File: src/rtl/lqc_pkg.sv
package lqc_pkg;

    typedef enum logic {
        ACC_LOAD  = 1'b0,
        ACC_STORE = 1'b1
    } acc_kind_e;

    typedef struct packed {
        logic written;
        logic strict;
        logic snoop_hit;
        logic poss_viol;
    } lq_flags_t;

    localparam lq_flags_t FLAGS_EMPTY = '{written: 1'b0, strict: 1'b0,
                                          snoop_hit: 1'b0, poss_viol: 1'b0};

endpackage

File: src/rtl/lqc_range_mask.sv
// Slot liveness and "at or after the executing position" masks for a circular queue.
module lqc_range_mask #(
    parameter int DEPTH = 8,
    localparam int IDX_W = $clog2(DEPTH)
) (
    input  logic [IDX_W:0]    head_i,
    input  logic [IDX_W:0]    tail_i,
    input  logic [IDX_W:0]    from_i,
    input  logic              incl_i,
    output logic [DEPTH-1:0]  live_o,
    output logic [DEPTH-1:0]  younger_o
);
    logic [IDX_W:0] occ;
    logic [IDX_W:0] from_d;

    assign occ    = tail_i - head_i;
    assign from_d = from_i - head_i;

    for (genvar g = 0; g < DEPTH; g++) begin : g_slot
        logic [IDX_W-1:0] d_low;
        logic [IDX_W:0]   d;
        assign d_low        = IDX_W'(g) - head_i[IDX_W-1:0];
        assign d            = {1'b0, d_low};
        assign live_o[g]    = (d < occ);
        assign younger_o[g] = live_o[g] && (incl_i ? (d >= from_d) : (d > from_d));
    end
endmodule

File: src/rtl/lqc_oldest_pick.sv
// Picks the request with the oldest sequence number, wrap-safe.
module lqc_oldest_pick #(
    parameter int DEPTH = 8,
    parameter int SEQ_W = 16,
    localparam int IDX_W = $clog2(DEPTH)
) (
    input  logic [DEPTH-1:0] req_i,
    input  logic [SEQ_W-1:0] seq_i [DEPTH],
    output logic             valid_o,
    output logic [IDX_W-1:0] idx_o,
    output logic [SEQ_W-1:0] seq_o
);
    logic [SEQ_W-1:0] diff;

    always_comb begin
        valid_o = 1'b0;
        idx_o   = '0;
        seq_o   = '0;
        diff    = '0;
        for (int i = 0; i < DEPTH; i++) begin
            if (req_i[i]) begin
                diff = seq_i[i] - seq_o;
                if (!valid_o || diff[SEQ_W-1]) begin
                    valid_o = 1'b1;
                    idx_o   = IDX_W'(i);
                    seq_o   = seq_i[i];
                end
            end
        end
    end
endmodule

File: src/rtl/lqc_order_check.sv
module lqc_order_check
    import lqc_pkg::*;
#(
    parameter int DEPTH      = 8,
    parameter int ADDR_W     = 32,
    parameter int SEQ_W      = 16,
    parameter int GRAN_SHIFT = 3,
    parameter int LINE_SHIFT = 6,
    localparam int IDX_W  = $clog2(DEPTH),
    localparam int LINE_W = ADDR_W - LINE_SHIFT
) (
    input  logic              clk_i,
    input  logic              rst_i,
    input  logic              chk_en_i,
    input  logic              flush_i,
    input  logic              alloc_i,
    input  logic [IDX_W:0]    lq_head_i,
    input  logic [IDX_W:0]    lq_tail_i,
    input  logic              ex_valid_i,
    input  logic              ex_kind_i,
    input  logic              ex_strict_i,
    input  logic [IDX_W:0]    ex_ptr_i,
    input  logic [SEQ_W-1:0]  ex_seq_i,
    input  logic [ADDR_W-1:0] ex_lo_i,
    input  logic [ADDR_W-1:0] ex_hi_i,
    input  logic              snp_valid_i,
    input  logic [LINE_W-1:0] snp_line_i,
    input  logic              viol_ack_i,
    output logic              reexec_o,
    output logic [IDX_W-1:0]  viol_idx_o,
    output logic [SEQ_W-1:0]  viol_seq_o
);
    acc_kind_e        ex_kind;
    logic             is_store;
    logic             is_load_wr;
    logic             exec_chk;
    logic             snp_chk;
    logic [IDX_W-1:0] ex_slot;
    logic [IDX_W-1:0] tail_slot;
    logic [ADDR_W-1:0] ex_lo_g;
    logic [ADDR_W-1:0] ex_hi_g;

    assign ex_kind    = acc_kind_e'(ex_kind_i);
    assign is_store   = (ex_kind == ACC_STORE);
    assign is_load_wr = ex_valid_i && !is_store;
    assign exec_chk   = chk_en_i && ex_valid_i;
    assign snp_chk    = chk_en_i && snp_valid_i;
    assign ex_slot    = ex_ptr_i[IDX_W-1:0];
    assign tail_slot  = lq_tail_i[IDX_W-1:0];
    assign ex_lo_g    = ex_lo_i >> GRAN_SHIFT;
    assign ex_hi_g    = ex_hi_i >> GRAN_SHIFT;

    // Slot records
    lq_flags_t         flags_q [DEPTH];
    logic [ADDR_W-1:0] lo_q    [DEPTH];
    logic [ADDR_W-1:0] hi_q    [DEPTH];
    logic [SEQ_W-1:0]  seq_q   [DEPTH];

    // Position masks
    logic [DEPTH-1:0] live;
    logic [DEPTH-1:0] younger;

    lqc_range_mask #(.DEPTH(DEPTH)) u_range (
        .head_i    (lq_head_i),
        .tail_i    (lq_tail_i),
        .from_i    (ex_ptr_i),
        .incl_i    (is_store),
        .live_o    (live),
        .younger_o (younger)
    );

    // Per-slot comparisons
    logic [DEPTH-1:0] ex_viol;
    logic [DEPTH-1:0] ex_mark;
    logic [DEPTH-1:0] snp_hit;
    logic [DEPTH-1:0] snp_viol;

    for (genvar g = 0; g < DEPTH; g++) begin : g_cmp
        logic usable;
        logic ovl;
        logic ex_hit;
        logic [ADDR_W-1:0] ld_lo_g;
        logic [ADDR_W-1:0] ld_hi_g;
        assign ld_lo_g     = lo_q[g] >> GRAN_SHIFT;
        assign ld_hi_g     = hi_q[g] >> GRAN_SHIFT;
        assign usable      = flags_q[g].written && !flags_q[g].strict;
        assign ovl         = (ex_hi_g >= ld_lo_g) && (ex_lo_g <= ld_hi_g);
        assign ex_hit      = exec_chk && younger[g] && usable && ovl;
        assign ex_viol[g]  = ex_hit && (is_store || flags_q[g].snoop_hit);
        assign ex_mark[g]  = ex_hit && !is_store && !flags_q[g].snoop_hit;
        assign snp_hit[g]  = snp_chk && live[g] && usable &&
                             (lo_q[g][ADDR_W-1:LINE_SHIFT] == snp_line_i);
        assign snp_viol[g] = snp_hit[g] && flags_q[g].poss_viol;
    end

    // Flag state
    always_ff @(posedge clk_i) begin
        for (int i = 0; i < DEPTH; i++) begin
            if (rst_i || flush_i) begin
                flags_q[i] <= FLAGS_EMPTY;
            end else if (is_load_wr && ex_slot == IDX_W'(i)) begin
                flags_q[i] <= '{written: 1'b1, strict: ex_strict_i,
                                snoop_hit: 1'b0, poss_viol: 1'b0};
            end else if (alloc_i && tail_slot == IDX_W'(i)) begin
                flags_q[i] <= FLAGS_EMPTY;
            end else begin
                if (ex_mark[i]) flags_q[i].poss_viol <= 1'b1;
                if (snp_hit[i]) flags_q[i].snoop_hit <= 1'b1;
            end
        end
    end

    // Address and age storage (qualified by the written flag)
    always_ff @(posedge clk_i) begin
        if (is_load_wr) begin
            lo_q[ex_slot]  <= ex_lo_i;
            hi_q[ex_slot]  <= ex_hi_i;
            seq_q[ex_slot] <= ex_seq_i;
        end
    end

    // Oldest candidate this cycle
    logic             cand_v;
    logic [IDX_W-1:0] cand_idx;
    logic [SEQ_W-1:0] cand_seq;

    lqc_oldest_pick #(.DEPTH(DEPTH), .SEQ_W(SEQ_W)) u_pick (
        .req_i   (ex_viol | snp_viol),
        .seq_i   (seq_q),
        .valid_o (cand_v),
        .idx_o   (cand_idx),
        .seq_o   (cand_seq)
    );

    // Held violator
    logic             viol_v_q;
    logic [IDX_W-1:0] viol_idx_q;
    logic [SEQ_W-1:0] viol_seq_q;
    logic [SEQ_W-1:0] age_diff;
    logic             take_new;

    assign age_diff = cand_seq - viol_seq_q;
    assign take_new = cand_v && (!viol_v_q || viol_ack_i || age_diff[SEQ_W-1]);

    always_ff @(posedge clk_i) begin
        if (rst_i || flush_i) begin
            viol_v_q   <= 1'b0;
            viol_idx_q <= '0;
            viol_seq_q <= '0;
        end else if (take_new) begin
            viol_v_q   <= 1'b1;
            viol_idx_q <= cand_idx;
            viol_seq_q <= cand_seq;
        end else if (viol_ack_i) begin
            viol_v_q   <= 1'b0;
        end
    end

    assign reexec_o   = viol_v_q;
    assign viol_idx_o = viol_idx_q;
    assign viol_seq_o = viol_seq_q;
endmodule

File: config.mk
export PLATFORM = sky130hd
export DESIGN_NAME = lqc_order_check
export DESIGN_NICKNAME = d
export VERILOG_FILES = /design/src/rtl/lqc_pkg.sv /design/src/rtl/lqc_range_mask.sv /design/src/rtl/lqc_oldest_pick.sv /design/src/rtl/lqc_order_check.sv
export SDC_FILE = /design/constraint.sdc
export NUM_CORES = 2
export LEC_CHECK = 0
export ABC_AREA = 1
export BUFFER_PORTS_ARGS = -buffer_cell sky130_fd_sc_hd__buf_2
export CORE_MARGIN = 2
export CORE_UTILIZATION = 57
export DETAILED_ROUTE_END_ITERATION = 12
export MAX_ROUTING_LAYER = met4
export PLACE_DENSITY = 0.75
export SLEW_MARGIN = 20
export SYNTH_ARGS = -nofsm -noshare
export SYNTH_HDL_FRONTEND = slang
export SYNTH_HIERARCHICAL = 1
export SYNTH_SLANG_ARGS = --single-unit
File: constraint.sdc
create_clock -name clk_i -period 15.4 [get_ports clk_i]
set_input_delay 0.77 -clock clk_i [delete_from_list [all_inputs] [get_ports clk_i]]
set_output_delay 0.77 -clock clk_i [all_outputs]
set_load 0.01 [all_outputs]
# Word level (Yosys, flattened, before mapping)
# Memories as Yosys holds them, arrays and structs flattened.
# Cells that the tools add are included.
# classes
magnitude_cmp	42
reduce_logical	171
n_bitwise	34
eq_ne	22
addsub	18
mux	229
# ops
cell	count
$mux 16	16
$ge 29x29->1	8
$le 29x29->1	8
$eq 26x26->1	8
$mux 1	182
$bwmux 128	1
$sub 16x16->16	8
$logic_and 1x1->1	125
$mux 4	16
$demux 16 s3	1
$mux 3	13
$ge 3x4->1	8
$gt 3x4->1	8
$lt 3x4->1	8
$or 1x1->1	32
$logic_not 1->1	25
$eq 3x3->1 const B	8
$logic_or 1x1->1	18
$eq 3x2->1 const B	4
$sub 3x3->3 const A	4
$or 8x8->8	1
$sub 4x4->4	2
$eq 3x1->1 const B	2
$logic_not 3->1	2
other kinds (6)	8
# totals
output_inout_bits	20
word_cells	530
reg_bits	148
input_bits	128
n_memories	3
ramBits	544
# mem_list
name	words	width	rd	rd_clocked_by_memory_dff	wr	line	source
hi_q	8	32	8	0	1	lqc_order_check.sv:56	logic [ADDR_W-1:0] hi_q [DEPTH];
lo_q	8	32	8	0	1	lqc_order_check.sv:55	logic [ADDR_W-1:0] lo_q [DEPTH];
flags_q	8	4	8	0	8	lqc_order_check.sv:54	lq_flags_t flags_q [DEPTH];

# Depth between registers and ports, before layout
# logic_depth
ltp_word	42
depth_mapped	141
ltp_nobuf	131

# Modules after synthesis
# The synthesis kept the hierarchy.
# modules_own_cells
mod	cells_each	area_each_um2	n_inst	seq_area_each_um2
lqc_order_check	3891	37270.7	1	19138.4
lqc_oldest_pick	688	3965.1	1	0.0
lqc_range_mask	207	1172.4	1	0.0

# Worst setup path before layout
# OpenSTA, ideal clock, no wires.
# synth_timing
path_type	input to register
from	input lq_head_i[1]
to	register viol_idx_q[0] (netlist: viol_idx_o[0])
setup_time_ns	0.115
setup_slack_ns	-0.707
cell_stages	112
path_buffers	13
t_required_ns	15.285
arrival_time_ns	15.992
path_cell_list	inv_1 -> fa_1 -> xnor2_1 -> ha_1 -> a21oi_1 -> nor2_1 -> inv_1 -> nand2_1 -> nor4_1 -> nand3_1 -> nor2_1 -> nand2_1 -> nand2_1 -> buf_4 -> clkbuf_1 -> nand2_1 -> ha_1 -> a21oi_1 -> [76 not listed] -> nand3_4 -> nand2_4 -> buf_6 -> nand2_1 -> nand2_1 -> ha_1 -> nand2_2 -> inv_2 -> nand2_1 -> nand2_1 -> a21oi_2 -> nand2_1 -> nand2_1 -> nand3_2 -> buf_6 -> buf_6 -> a21oi_1 -> nor2_1
# synth_between
elab_cells_between_ends	183
cone_classes	add/sub (18); order compare (24); mux (52); bitwise (1); reduce/logical (88)
# synth_lines
element	line	source
start, declared	lqc_order_check.sv:17	input logic [IDX_W:0] lq_head_i,
$sub 4x4->4 or $sub 1x3->3 (tied branches)	lqc_range_mask.sv:16, lqc_range_mask.sv:22	
$lt 3x4->1 (*)	lqc_range_mask.sv:24	assign live_o[g] = (d < occ);
via live[0]	lqc_order_check.sv:60	logic [DEPTH-1:0] live;
$logic_and 1x1->1	lqc_range_mask.sv:25	assign younger_o[g] = live_o[g] && (incl_i ? (d >= from_d) : (d > from_d));
$logic_and 1x1->1 (3 in series)	lqc_order_check.sv:88	assign ex_hit = exec_chk && younger[g] && usable && ovl;
$logic_and 1x1->1	lqc_order_check.sv:89	assign ex_viol[g] = ex_hit && (is_store || flags_q[g].snoop_hit);
$or 8x8->8 (*)	lqc_order_check.sv:128	.req_i (ex_viol | snp_viol),
$mux 16 or $mux 1 (tied branches)	lqc_oldest_pick.sv:21	if (req_i[i]) begin
[24 not listed]	n/a	
$sub 16x16->16 or $logic_not 1->1 (tied branches)	lqc_oldest_pick.sv:22, lqc_oldest_pick.sv:23	
$logic_or 1x1->1	lqc_oldest_pick.sv:23	if (!valid_o || diff[SEQ_W-1]) begin
$mux 16	lqc_oldest_pick.sv:23	
$mux 16 (*)	lqc_oldest_pick.sv:21	
via cand_seq[14]	lqc_order_check.sv:125	logic [SEQ_W-1:0] cand_seq;
$sub 16x16->16 (*)	lqc_order_check.sv:142	assign age_diff = cand_seq - viol_seq_q;
$logic_or 1x1->1 (*)	lqc_order_check.sv:143	assign take_new = cand_v && (!viol_v_q || viol_ack_i || age_diff[SEQ_W-1]);
$logic_and 1x1->1 (*)	lqc_order_check.sv:143	
end signal, assigned	lqc_order_check.sv:152	viol_idx_q <= cand_idx;
end, declared	lqc_order_check.sv:137	logic [IDX_W-1:0] viol_idx_q;
# Mark *: on every way through the listed nets, which the timed path passes. The rest lies on a longest branch.
# A chain may end at the register's enable or synchronous reset.

# Final worst setup path
# layout_timing
from	input ex_ptr_i[0]
to	register viol_seq_q[5] (netlist: viol_seq_o[5])
# layout_between
elab_chain_cells	41
elab_cells_between_ends	120
cone_classes	add/sub (9); order compare (16); mux (38); bitwise (1); reduce/logical (56)
# layout_lines
element	line	source
start, declared	lqc_order_check.sv:22	input logic [IDX_W:0] ex_ptr_i,
$sub 4x4->4 (*)	lqc_range_mask.sv:17	assign from_d = from_i - head_i;
$gt 3x4->1 or $ge 3x4->1 (tied branches)	lqc_range_mask.sv:25	
$mux 1 (*)	lqc_range_mask.sv:25	
$logic_and 1x1->1 (*)	lqc_range_mask.sv:25	
via younger[0]	lqc_order_check.sv:61	logic [DEPTH-1:0] younger;
$logic_and 1x1->1 (*) (3 in series)	lqc_order_check.sv:88	
$logic_and 1x1->1 (*)	lqc_order_check.sv:89	
$or 8x8->8 (*)	lqc_order_check.sv:128	
[25 not listed]	n/a	
$sub 16x16->16 or $logic_not 1->1 (tied branches)	lqc_oldest_pick.sv:22, lqc_oldest_pick.sv:23	
$logic_or 1x1->1	lqc_oldest_pick.sv:23	
$mux 16	lqc_oldest_pick.sv:23	
$mux 16 (*)	lqc_oldest_pick.sv:21	
via cand_seq[6]	lqc_order_check.sv:125	
$sub 16x16->16 (*)	lqc_order_check.sv:142	
$logic_or 1x1->1 (*)	lqc_order_check.sv:143	
$logic_and 1x1->1 (*)	lqc_order_check.sv:143	
end signal, assigned	lqc_order_check.sv:153	viol_seq_q <= cand_seq;
end, declared	lqc_order_check.sv:138	logic [SEQ_W-1:0] viol_seq_q;
# Marks and branches as above.

==> metrics <==
status=finished with violations; failing checks=setup timing; grt total ovfl=0; post-synth top area share=0.442; Worst-path clk slew=0.06 ns; IO Port Bufs=141; Top Ports=148; clock group share of total power=0.396; Max Freq=~0.065 GHz; Finished Cell Area=50600 um^2; Fin. Hold Viols=0; number of fillers in the final layout=5673; detailed-route wire length per cell=25.4 um; worst hold margin=~0.48 ns; critical register-to-register path startpoint=lo_q[0][7]; CTS tree=done; routed wire length=161 mm; first-pass GRT wire length=between 200 and 250 mm; crit share post-route=1.00; Yosys reg bits=644; clock sink total=644; most frequent CP cell=nand2_2; num rows=100; placed inst area=46500 um^2; crit path from=ex_ptr_i[0]; initial detailed-routing violation count=4236; Longest Clk Path Bufs=3; slew margin rel.=0.248; leading area contributor after synthesis=edfxtp_1; first-pass iteration count of the detailed router=6; CP peak stage delay=~0.5 ns; Post-synth EDFFs=624; Setup crit end=viol_seq_o[5]; share of layout cells above drive strength 1=0.168; synthesized area per cell=slightly below 9 um^2; Yosys cell types=51; final worst slack=-0.0286 ns; clock latency on the worst-skew pair=0.65 ns; R2R cell count=112; dpl ws=-0.914 ns; worst-margin pin slew=1.13 ns; hold buffer count at CTS=0; max-cap viol count=0; internal power=3.13 mW; root buffer cell=clkbuf_16; Req. time, crit path=15.96 ns; Post-synth top flop=edfxtp_1; worst reg2reg path endpoint=viol_seq_o[5]; Lkg Pwr=23.9 nW; RSZ-0062 raised after global routing=true; max-slew violations=0; Cell Area, Synth=42400 um^2; nets=6036; Worst VDD drop=0.101 mV; Worst R2R Setup Slack=0 ns; Worst Path Class, Setup=input port to flop; YS warnings=6; largest cells by area after synthesis=edfxtp_1 44%, ha_1 18%, nand2_1 11%; Routed Antenna Nets=0; power per cell area=86.3 nW/um^2; syn_nets=5520; depth of the CTS H-tree=3; Area Overhead vs Synth=19.4%; Die ar.=roughly 77000 um^2; combinational share of power=0.151; register area share after synthesis=0.451; # DRC=0; Post-Synthesis Cells=4786; Synth async-reset ratio=0; Slowest cell on crit path=fa_1; Switching Share=0.284; initial antenna violation count=20; Final min period=15.43 ns; largest net degree at the start of global routing=74; Die X-Extent=roughly 280 um; Die H=277 um; Core Area=74100 um^2; count leader, synth=nand2_1; Final GP Congestion=1.09; drt via density=5.88; skew final=0.0248 ns; crit-path max FO=8; register area=19100 um^2; routed vias=37300; P_sw=around 1.2 mW; total track usage=0.415; CP startpoint kind=input port; vias in the first global route=approximately 35000; hpwl dp=112 mm; Hold Crit Class=flop to flop; critical path arrival=15.99 ns; Post-synth top cells=1238 x nand2_1, 846 x inv_1, 624 x edfxtp_1; register share of total power=0.453; multi-input logic area=between 20000 and 25000 um^2; critical path capture point type=flop; TritonCTS Buffers=74; final setup vio count=1; initial core utilization=0.573
## cell usage in the layout, fill, tap and decap left out, drive strengths merged, types with 11 or more instances in the layout
cell type and count:
xor2 58, nand4 124, buf 493, nand3 166, clkbuf 94, nor2 359
nor3 82, o21a 11, dfxtp 20, xnor2 21, edfxtp 624, nand2 1268
o22ai 53, ha 604, a21o 23, diode 14, a21oi 247, inv 856
o21ai 123, nor4 26, clkinv 39
## power by group through the flow
stage	combinational (mW)	sequential (mW)	clock, mW
2_1_floorplan	0.316	2.01	0
3_3_place_gp	0.596	2.01	0
3_5_place_dp	0.611	2.01	0
4_1_cts	0.617	1.97	1.73
5_1_grt	0.706	1.98	1.79
6_report	0.659	1.98	1.73
## flip-flops by register name, summed over array words and instances (netlist names)
register    count
viol_seq_o     16
hi_q          232
viol_idx_o      3
seq_q         128
reexec_o        1
lo_q          232
flags_q        32
## through the flow
step | setup TNS [ns] | util | total power [mW] | std cells
5_1_grt | -9.98 | 0.683 | 4.48 | 6338
3_3_place_gp | -4.45 | 0.628 | 2.61 | 6150
4_1_cts | 0 | 0.659 | 4.32 | 6284
6_report | -0.0286 | 0.684 | 4.37 | 6343
2_1_floorplan | 0 | - | 2.32 | 4786
3_5_place_dp | -16.88 | 0.628 | 2.62 | 6150
## critical path, delay by kind of cell
kind                     cells  cell delay (ns)
AND/OR/NAND/NOR             61             6.49
buffers and inverters       18             2.26
adder cells (fa/ha/maj)     11             3.00
AO/OA/AOI/OAI               22             3.40
## worst min-delay path by stage
stage	startpoint	endpoint	slack, ns	depth (start not counted)
floorplan	viol_idx_o[1]	viol_idx_o[1]	0.52	2
global placement	viol_idx_o[2]	viol_idx_o[2]	0.47	2
detailed placement	viol_idx_o[1]	viol_idx_o[1]	0.46	2
CTS	viol_ack_i	reexec_o	0.45	4
global route	ex_seq_i[10]	seq_q[106]	0.49	1
finish	viol_idx_o[2]	viol_idx_o[2]	0.48	2
## area by class of cell
type / count / share of cell area
Antenna cell: 14 / 0.000692
Clock buffer: 90 / 0.0378
Clock inverter: 44 / 0.00749
Inverter: 854 / 0.0637
Multi-Input combinational cell: 3230 / 0.417
Sequential cell: 644 / 0.378
Tap cell: 969 / 0.0239
Timing Repair Buffer: 497 / 0.0714
Timing Repair inverter: 1 / 0.000173
## timing repair
| action | in CTS | in global routing |
|---|---|---|
| cloned | 0 | 13 |
| gates resized for setup | 28 | 350 |
| pin swaps | 3 | 109 |
| buffers inserted | 0 | 32 |
| setup endpoints to repair | 19 | 19 |
| endpoints found under the hold margin | 0 | 0 |
## routing by layer
metal / wire (um) / global-route usage / part of all wire
met3: 19300 / 0.107 / 0.12
met1: 57400 / 0.489 / 0.36
met2: 71000 / 0.627 / 0.44
met4: 13200 / 0.278 / 0.082
met5: 0 / - / 0
## cells by family after synthesis
| kind of cell | count (synthesis) | share of synthesized area |
|---|---|---|
| XOR/XNOR | 79 | 0.0163 |
| flip-flops | 644 | 0.451 |
| adder cells (fa/ha/maj) | 606 | 0.179 |
| AND/OR/NAND/NOR | 2050 | 0.205 |
| AO/OA/AOI/OAI | 489 | 0.0644 |
| buffers and inverters | 918 | 0.0843 |
(Power assumes the default switching activity.)
